**src/rtl/fpm_pkg.sv**
```systemverilog
`timescale 1ns/1ps
// Shared types for the page-mode DRAM read controller.
// Assumes: nothing beyond the sequencer using this state encoding.
package fpm_pkg;

    // Sequencer phases: idle, closing the old row, opening a row, column access.
    typedef enum logic [1:0] {
        ST_IDLE = 2'd0,
        ST_PRE  = 2'd1,
        ST_ROW  = 2'd2,
        ST_COL  = 2'd3
    } fpm_state_e;

endpackage

```
**src/rtl/fpm_page_tracker.sv**
```systemverilog
`timescale 1ns/1ps
// Open-row tracker: remembers which row is currently held open in the DRAM
// and flags whether an incoming row matches it.
// Assumes: load is pulsed once per accepted request; reset closes the page.
module fpm_page_tracker #(
    parameter int ROW_W = 10
) (
    input  logic             clk,
    input  logic             rst_n,
    input  logic             load,
    input  logic [ROW_W-1:0] row_in,
    output logic             open_valid,
    output logic [ROW_W-1:0] open_row,
    output logic             hit
);

    // Capture the row of each accepted request; reset forgets the page.
    always_ff @(posedge clk) begin
        if (!rst_n) begin
            open_valid <= 1'b0;
            open_row   <= '0;
        end else if (load) begin
            open_valid <= 1'b1;
            open_row   <= row_in;
        end
    end

    // A hit needs an open page whose row equals the requested one.
    always_comb begin
        hit = open_valid && (open_row == row_in);
    end

    // Once a page is open it stays open until reset.
    AST_PAGE_STAYS_OPEN: assert property (@(posedge clk) disable iff (!rst_n)
        open_valid |=> open_valid);

endmodule

```
**src/rtl/fpm_col_gen.sv**
```systemverilog
`timescale 1ns/1ps
// Column generator: holds the column of the current beat and steps it
// through the aligned group of BEATS words, wrapping inside the group.
// Assumes: BEATS is a power of two, at least 2, and no larger than a page.
module fpm_col_gen #(
    parameter int COL_W = 10,
    parameter int BEATS = 4
) (
    input  logic             clk,
    input  logic             rst_n,
    input  logic             load,
    input  logic [COL_W-1:0] col_in,
    input  logic             advance,
    output logic [COL_W-1:0] col
);

    localparam int GRP_W = $clog2(BEATS);

    logic [COL_W-1:0] col_next;

    generate
        if (COL_W > GRP_W) begin : g_split
            // Step only the low bits; the group base stays fixed.
            always_comb begin
                col_next = {col[COL_W-1:GRP_W], col[GRP_W-1:0] + GRP_W'(1)};
            end

            // A burst step must never leave its aligned group.
            AST_GROUP_FIXED: assert property (@(posedge clk) disable iff (!rst_n)
                (advance && !load) |=> $stable(col[COL_W-1:GRP_W]));
        end else begin : g_whole
            // The page is one group: wrap the whole column.
            always_comb begin
                col_next = col + COL_W'(1);
            end
        end
    endgenerate

    // Load the requested column on acceptance, then step per finished beat.
    always_ff @(posedge clk) begin
        if (!rst_n) begin
            col <= '0;
        end else if (load) begin
            col <= col_in;
        end else if (advance) begin
            col <= col_next;
        end
    end

endmodule

```
**src/rtl/fpm_seq.sv**
```systemverilog
`timescale 1ns/1ps
// Access sequencer: walks each request through precharge, row open and
// column phases, and decodes the strobes, the capture point and the beat
// valid from its state and phase counter.
// Assumes: NEXT_CYC >= 3, FIRST_CYC > NEXT_CYC, PRE_CYC >= 1, BEATS >= 2.
module fpm_seq
    import fpm_pkg::*;
#(
    parameter int FIRST_CYC = 5,
    parameter int NEXT_CYC  = 3,
    parameter int PRE_CYC   = 2,
    parameter int BEATS     = 4
) (
    input  logic clk,
    input  logic rst_n,
    input  logic req,
    input  logic burst,
    input  logic hit,
    input  logic open_valid,
    output logic ready,
    output logic accept,
    output logic sel_col,
    output logic ras_n,
    output logic cas_n,
    output logic capture,
    output logic rvalid,
    output logic advance
);

    localparam int ROW_CYC = FIRST_CYC - NEXT_CYC;
    localparam int MAX_A   = (PRE_CYC > ROW_CYC) ? PRE_CYC : ROW_CYC;
    localparam int MAX_C   = (MAX_A > NEXT_CYC) ? MAX_A : NEXT_CYC;
    localparam int CNT_W   = $clog2(MAX_C + 1);
    localparam int BEAT_W  = $clog2(BEATS);

    fpm_state_e        state;
    logic [CNT_W-1:0]  cnt;
    logic [BEAT_W-1:0] beats_left;
    logic              col_last;

    // Acceptance and phase-end decode.
    always_comb begin
        accept   = req && (state == ST_IDLE);
        col_last = (state == ST_COL) && (cnt == CNT_W'(NEXT_CYC - 1));
    end

    // Phase sequencing with a per-phase cycle counter and beats remaining.
    always_ff @(posedge clk) begin
        if (!rst_n) begin
            state      <= ST_IDLE;
            cnt        <= '0;
            beats_left <= '0;
        end else begin
            case (state)
                ST_IDLE: begin
                    if (accept) begin
                        cnt        <= '0;
                        beats_left <= burst ? BEAT_W'(BEATS - 1) : '0;
                        if (hit) begin
                            state <= ST_COL;
                        end else if (open_valid) begin
                            state <= ST_PRE;
                        end else begin
                            state <= ST_ROW;
                        end
                    end
                end
                ST_PRE: begin
                    if (cnt == CNT_W'(PRE_CYC - 1)) begin
                        cnt   <= '0;
                        state <= ST_ROW;
                    end else begin
                        cnt <= cnt + CNT_W'(1);
                    end
                end
                ST_ROW: begin
                    if (cnt == CNT_W'(ROW_CYC - 1)) begin
                        cnt   <= '0;
                        state <= ST_COL;
                    end else begin
                        cnt <= cnt + CNT_W'(1);
                    end
                end
                default: begin
                    if (col_last) begin
                        cnt <= '0;
                        if (beats_left != '0) begin
                            beats_left <= beats_left - BEAT_W'(1);
                        end else begin
                            state <= ST_IDLE;
                        end
                    end else begin
                        cnt <= cnt + CNT_W'(1);
                    end
                end
            endcase
        end
    end

    // Strobe, address-select and beat decode from the current phase.
    always_comb begin
        ready   = (state == ST_IDLE);
        sel_col = (state == ST_COL) || (state == ST_IDLE);
        case (state)
            ST_PRE:  ras_n = 1'b1;
            ST_IDLE: ras_n = !open_valid;
            default: ras_n = 1'b0;
        endcase
        cas_n   = !((state == ST_COL) && (cnt >= CNT_W'(1)) &&
                    (cnt <= CNT_W'(NEXT_CYC - 2)));
        capture = (state == ST_COL) && (cnt == CNT_W'(NEXT_CYC - 2));
        rvalid  = col_last;
        advance = col_last && (beats_left != '0);
    end

    // A row switch must not reach the row phase without precharge first.
    AST_SWITCH_PRECHARGES: assert property (@(posedge clk) disable iff (!rst_n)
        (accept && open_valid && !hit) |=> ras_n);

    // A page hit keeps the row strobe asserted through the request.
    AST_HIT_KEEPS_ROW: assert property (@(posedge clk) disable iff (!rst_n)
        (accept && hit) |=> !ras_n);

endmodule

```
**src/rtl/fpm_dram_ctrl.sv**
```systemverilog
`timescale 1ns/1ps
// Page-mode DRAM read controller top: splits the host address into row and
// column, keeps the last row open, sequences strobes for single reads and
// four-beat wrapping bursts, and returns each word with a one-cycle valid.
// Assumes: the memory drives dram_dq while cas_n is low, and the parameter
// limits listed in fpm_seq hold; PAGE_WORDS is a power of two.
module fpm_dram_ctrl #(
    parameter int ADDR_W     = 20,
    parameter int DATA_W     = 32,
    parameter int PAGE_WORDS = 1024,
    parameter int FIRST_CYC  = 5,
    parameter int NEXT_CYC   = 3,
    parameter int PRE_CYC    = 2,
    parameter int BEATS      = 4,
    localparam int COL_W     = $clog2(PAGE_WORDS),
    localparam int ROW_W     = ADDR_W - COL_W,
    localparam int DA_W      = (ROW_W > COL_W) ? ROW_W : COL_W
) (
    input  logic              clk,
    input  logic              rst_n,
    input  logic              req,
    input  logic [ADDR_W-1:0] addr,
    input  logic              burst,
    output logic              ready,
    output logic              rvalid,
    output logic [DATA_W-1:0] rdata,
    output logic              ras_n,
    output logic              cas_n,
    output logic [DA_W-1:0]   dram_addr,
    input  logic [DATA_W-1:0] dram_dq
);

    logic [ROW_W-1:0] row_in;
    logic [COL_W-1:0] col_in;
    logic [ROW_W-1:0] open_row;
    logic [COL_W-1:0] col;
    logic             open_valid;
    logic             hit;
    logic             accept;
    logic             sel_col;
    logic             capture;
    logic             advance;

    // Split the host address into its row and column parts.
    always_comb begin
        row_in = addr[ADDR_W-1:COL_W];
        col_in = addr[COL_W-1:0];
    end

    fpm_page_tracker #(
        .ROW_W (ROW_W)
    ) u_page (
        .clk        (clk),
        .rst_n      (rst_n),
        .load       (accept),
        .row_in     (row_in),
        .open_valid (open_valid),
        .open_row   (open_row),
        .hit        (hit)
    );

    fpm_col_gen #(
        .COL_W (COL_W),
        .BEATS (BEATS)
    ) u_col (
        .clk     (clk),
        .rst_n   (rst_n),
        .load    (accept),
        .col_in  (col_in),
        .advance (advance),
        .col     (col)
    );

    fpm_seq #(
        .FIRST_CYC (FIRST_CYC),
        .NEXT_CYC  (NEXT_CYC),
        .PRE_CYC   (PRE_CYC),
        .BEATS     (BEATS)
    ) u_seq (
        .clk        (clk),
        .rst_n      (rst_n),
        .req        (req),
        .burst      (burst),
        .hit        (hit),
        .open_valid (open_valid),
        .ready      (ready),
        .accept     (accept),
        .sel_col    (sel_col),
        .ras_n      (ras_n),
        .cas_n      (cas_n),
        .capture    (capture),
        .rvalid     (rvalid),
        .advance    (advance)
    );

    // Drive the row during row phases and the column otherwise.
    always_comb begin
        dram_addr = sel_col ? DA_W'(col) : DA_W'(open_row);
    end

    // Latch the memory word at the end of the strobe-low window.
    always_ff @(posedge clk) begin
        if (!rst_n) begin
            rdata <= '0;
        end else if (capture) begin
            rdata <= dram_dq;
        end
    end

    AST_CAS_UNDER_RAS: assert property (@(posedge clk) disable iff (!rst_n)
        !cas_n |-> !ras_n);

    AST_VALID_ONE_CYCLE: assert property (@(posedge clk) disable iff (!rst_n)
        rvalid |=> !rvalid);

    AST_BUSY_AFTER_ACCEPT: assert property (@(posedge clk) disable iff (!rst_n)
        (req && ready) |=> !ready);

    AST_NO_VALID_WHEN_READY: assert property (@(posedge clk) disable iff (!rst_n)
        ready |-> !rvalid);

    AST_CAS_HIGH_AFTER_BEAT: assert property (@(posedge clk) disable iff (!rst_n)
        rvalid |-> cas_n);

    AST_ROW_HELD: assert property (@(posedge clk) disable iff (!rst_n)
        (!ras_n && $past(!ras_n)) |-> $stable(open_row));

endmodule

```
**config.mk**
```make
export PLATFORM = sky130hd
export DESIGN_NAME = fpm_dram_ctrl
export DESIGN_NICKNAME = d
export VERILOG_FILES = /design/src/rtl/fpm_pkg.sv /design/src/rtl/fpm_page_tracker.sv /design/src/rtl/fpm_col_gen.sv /design/src/rtl/fpm_seq.sv /design/src/rtl/fpm_dram_ctrl.sv
export SDC_FILE = /design/constraint.sdc
export NUM_CORES = 1
export LEC_CHECK = 0
export ABC_AREA = 1
export BUFFER_PORTS_ARGS = -buffer_cell sky130_fd_sc_hd__buf_2
export CAP_MARGIN = 20
export CORE_UTILIZATION = 25
export CTS_BUF_LIST = sky130_fd_sc_hd__clkbuf_2 sky130_fd_sc_hd__clkbuf_4 sky130_fd_sc_hd__clkbuf_8
export CTS_CLUSTER_SIZE = 8
export DETAILED_ROUTE_END_ITERATION = 8
export GPL_TIMING_DRIVEN = 0
export PLACE_DENSITY_LB_ADDON = 0.12
export SYNTH_ARGS = -nofsm -noshare
export SYNTH_HDL_FRONTEND = slang
export SYNTH_SLANG_ARGS = --single-unit
```
**constraint.sdc**
```tcl
create_clock -name clk -period 2.5 [get_ports clk]
set_input_delay 0.125 -clock clk [delete_from_list [all_inputs] [get_ports clk]]
set_output_delay 0.125 -clock clk [all_outputs]
set_load 0.1 [all_outputs]
```
==> results.py <==
metrics = {
    "drt": {
        "vias_per_cell": 4.19,
        "first_iter_violations": 85,
        "drcViolationCount": 0,
        "wirelength_um": 7010,
        "ant_nets": 0,
        "wire_per_inst_um": 11.6,
        "dr.pass1.iters": 4,
        "vias": 2531,
    },
    "cts": {
        "cts_hold_buf": 0,
        "cts_root_buf": "clkbuf_8",
        "cts_sinks": 59,
        "h-tree-depth": 3,
        "cts_buffers": 9,
        "post_cts.repair.setup_buffers": 0,
        "clk_pin_slew_ps": 70,
        "clock_path_buffers": 2,
        "insertion_delay_ps": 330,
        "cts_tree": "yes",
    },
    "floorplanning": {
        "die_area_um2": 10600,
        "die_w_um": 103,
        "coreArea_um2": 9820,
        "start_util_pct": 26.0,
        "die_h_um": 103,
        "ios": 102,
        "rows": 36,
    },
    "final_layout": {
        "stdcell_area_um2": 3410,
        "finish.utilization_pct": 34.7,
        "num_antenna_cells": 0,
        "mostFrequentLayoutCell": "nand2_1",
        "drive_gt1_share_pct": 30.4,
        "num-nets-final": 527,
        "mostFrequentLayoutCells": "111 x nand2_1, 106 x buf_2, 59 x dfxtp_1",
        "layout.cells.non_filler": 604,
        "area_growth_pct": 33.7,
    },
    "yosys": {
        "synthSimpleGateAreaFrac_pct": 22.6,
        "synth_edf_count": 0,
        "synthesis.area_um2": 2550,
        "synthAdderAreaFrac_pct": 2.45,
        "synth-main-ff-cell": "dfxtp_1",
        "synth_top_family_by_area": "simple AND/OR/NAND/NOR gates",
        "synth-xor-area-share_pct": 1.37,
        "synthArstFlopShare_pct": 0,
        "synth_nets": 416,
        "synthMuxAreaShare_pct": 0,
        "synth_compound_area_share_pct": 18.6,
        "yosys_warnings": 0,
        "synthDistinctLibCells": 29,
        "synth-seq-area-share_pct": 46.3,
        "post_synth_inst_count": 355,
        "syn_area_per_cell_um2": 7.19,
        "synth_seq_cells": 59,
    },
    "global_route": {
        "grt_pass1_wl_um": 10400,
        "antenna_found_initial": 0,
        "grt_remaining_overflow": 0,
        "grt_pass1_vias": 2086,
        "grt.total_usage_pct": 13.2,
        "grt_max_degree": 15,
    },
    "timing": {
        "rsz0062_at_grt": "false",
        "clock_skew_ps": 7.47,
        "hold_viol": 0,
        "max_slew_margin_pct": 62.6,
        "post-route-worst-setup-slack_ps": 176,
        "drv_slew": 0,
        "fmax_mhz": 430,
        "setup_viol": 0,
        "worst_pin_slew_ps": 561,
        "period_share_pct": 93.0,
        "finalCriticalPeriod_ps": 2320,
    },
    "placed_design": {
        "port_buffers": 101,
        "placedInstanceArea_um2": 3240,
        "place_ws_ps": 292,
        "hpwlAfterDp_um": 5060,
        "place_congestion": 0.705,
        "dp_cells": 589,
    },
    "setup_path": {
        "arrival_ps": 2200,
        "worst-setup-path-type": "flop to output pin",
        "endpoint_kind": "output pin",
        "cp_max_fo": 14,
        "startpoint_type": "flop",
        "required_ps": 2380,
    },
    "run_status": {
        "status": "finished, final reports clean",
    },
    "worst_hold_path": {
        "hold_path_class": "input pin to flop",
    },
    "power": {
        "vdd_drop_max_v": 0.000823,
        "power.density_nw_per_um2": 1160,
        "p_leak_nw": 1.56,
    },
    "job": {
        "max-cap-violations": 0,
    },
}
-- Yosys cell counts (3+ instances only) --
library cell	number	area [µm²]
nand2_1	111	417
dfxtp_1	59	1180
a21oi_1	51	255
o21ai_0	30	150
inv_1	28	105
nor2_1	27	101
clkbuf_1	8	30.0
buf_2	5	25.0
ha_1	5	62.6
xnor2_1	4	35.0
buf_6	3	33.8
inv_2	3	11.3
-- layer usage --
metal | part of all wire (%) | global-route usage (%) | wire (µm)
met5 | 0 | 0 | 0
met4 | 1.2 | 5.20 | 81
met3 | 5.7 | 3.93 | 402
met2 | 46 | 20.0 | 3200
met1 | 47 | 17.7 | 3320
-- stage by stage --
stage / total power, mW / hold WS, ps / setup TNS, ps
global placement: 3.26 / 374 / 0
floorplan: 2.85 / 263 / -2050
detailed placement: 3.25 / 379 / 0
finish: 3.97 / 27.0 / 0
CTS: 4.02 / 3.36 / 0
global route: 4.23 / 13.5 / 0
-- final cells by class --
| cell class | instances | area [µm²] |
|---|---|---|
| tap | 133 | 166 |
| multi-input combinational | 246 | 1170 |
| clock inverter | 7 | 45.0 |
| sequential | 59 | 1180 |
| inverter | 33 | 129 |
| fill | 1122 | 6410 |
| buffer | 16 | 92.6 |
| clock buffer | 9 | 124 |
| timing repair buffer | 101 | 505 |
-- kinds of logic after synthesis --
family                   after synthesis
XOR/XNOR                               4
buffers and inverters                 50
AO/OA/AOI/OAI                         90
flip-flops                            59
adder cells (fa/ha/maj)                5
AND/OR/NAND/NOR                      147
-- final timing paths --
path,start,endpoint,slack (ps),depth (start not counted)
max,u_seq.state[1],dram_addr[2],180,5
min,dram_dq[17],rdata[17],30,3
max reg2reg,u_seq.state[1],u_seq.beats_left[0],720,6
min reg2reg,u_col.col[7],u_col.col[7],450,2
-- power by group --
group / switching, mW / internal, mW
Clock: 0.401 / 0.353
Combinational: 1.64 / 0.436
Sequential: 0.0773 / 1.07
Total: 2.11 / 1.86
-- state kept, by name, summed over array words and instances (netlist names) --
register	count
rdata	32
u_col.col	10
u_page.open_row	10
u_seq.state	2
u_seq.beats_left	2
u_page.open_valid	1
u_seq.cnt	2
-- critical path: stages (launching register included) --
cell        delay, ps
dfxtp_1           420
inv_1              90
ha_1              350
clkinvlp_4        300
o21ai_1           240
buf_2             450
-- what timing repair did --
item / 4_1_cts / 5_1_grt
endpoints found under the setup margin: 5 / 3
cloned: 0 / 0
gates resized for setup: 0 / 1
No activity file was read; power rests on OpenSTA's default activity.
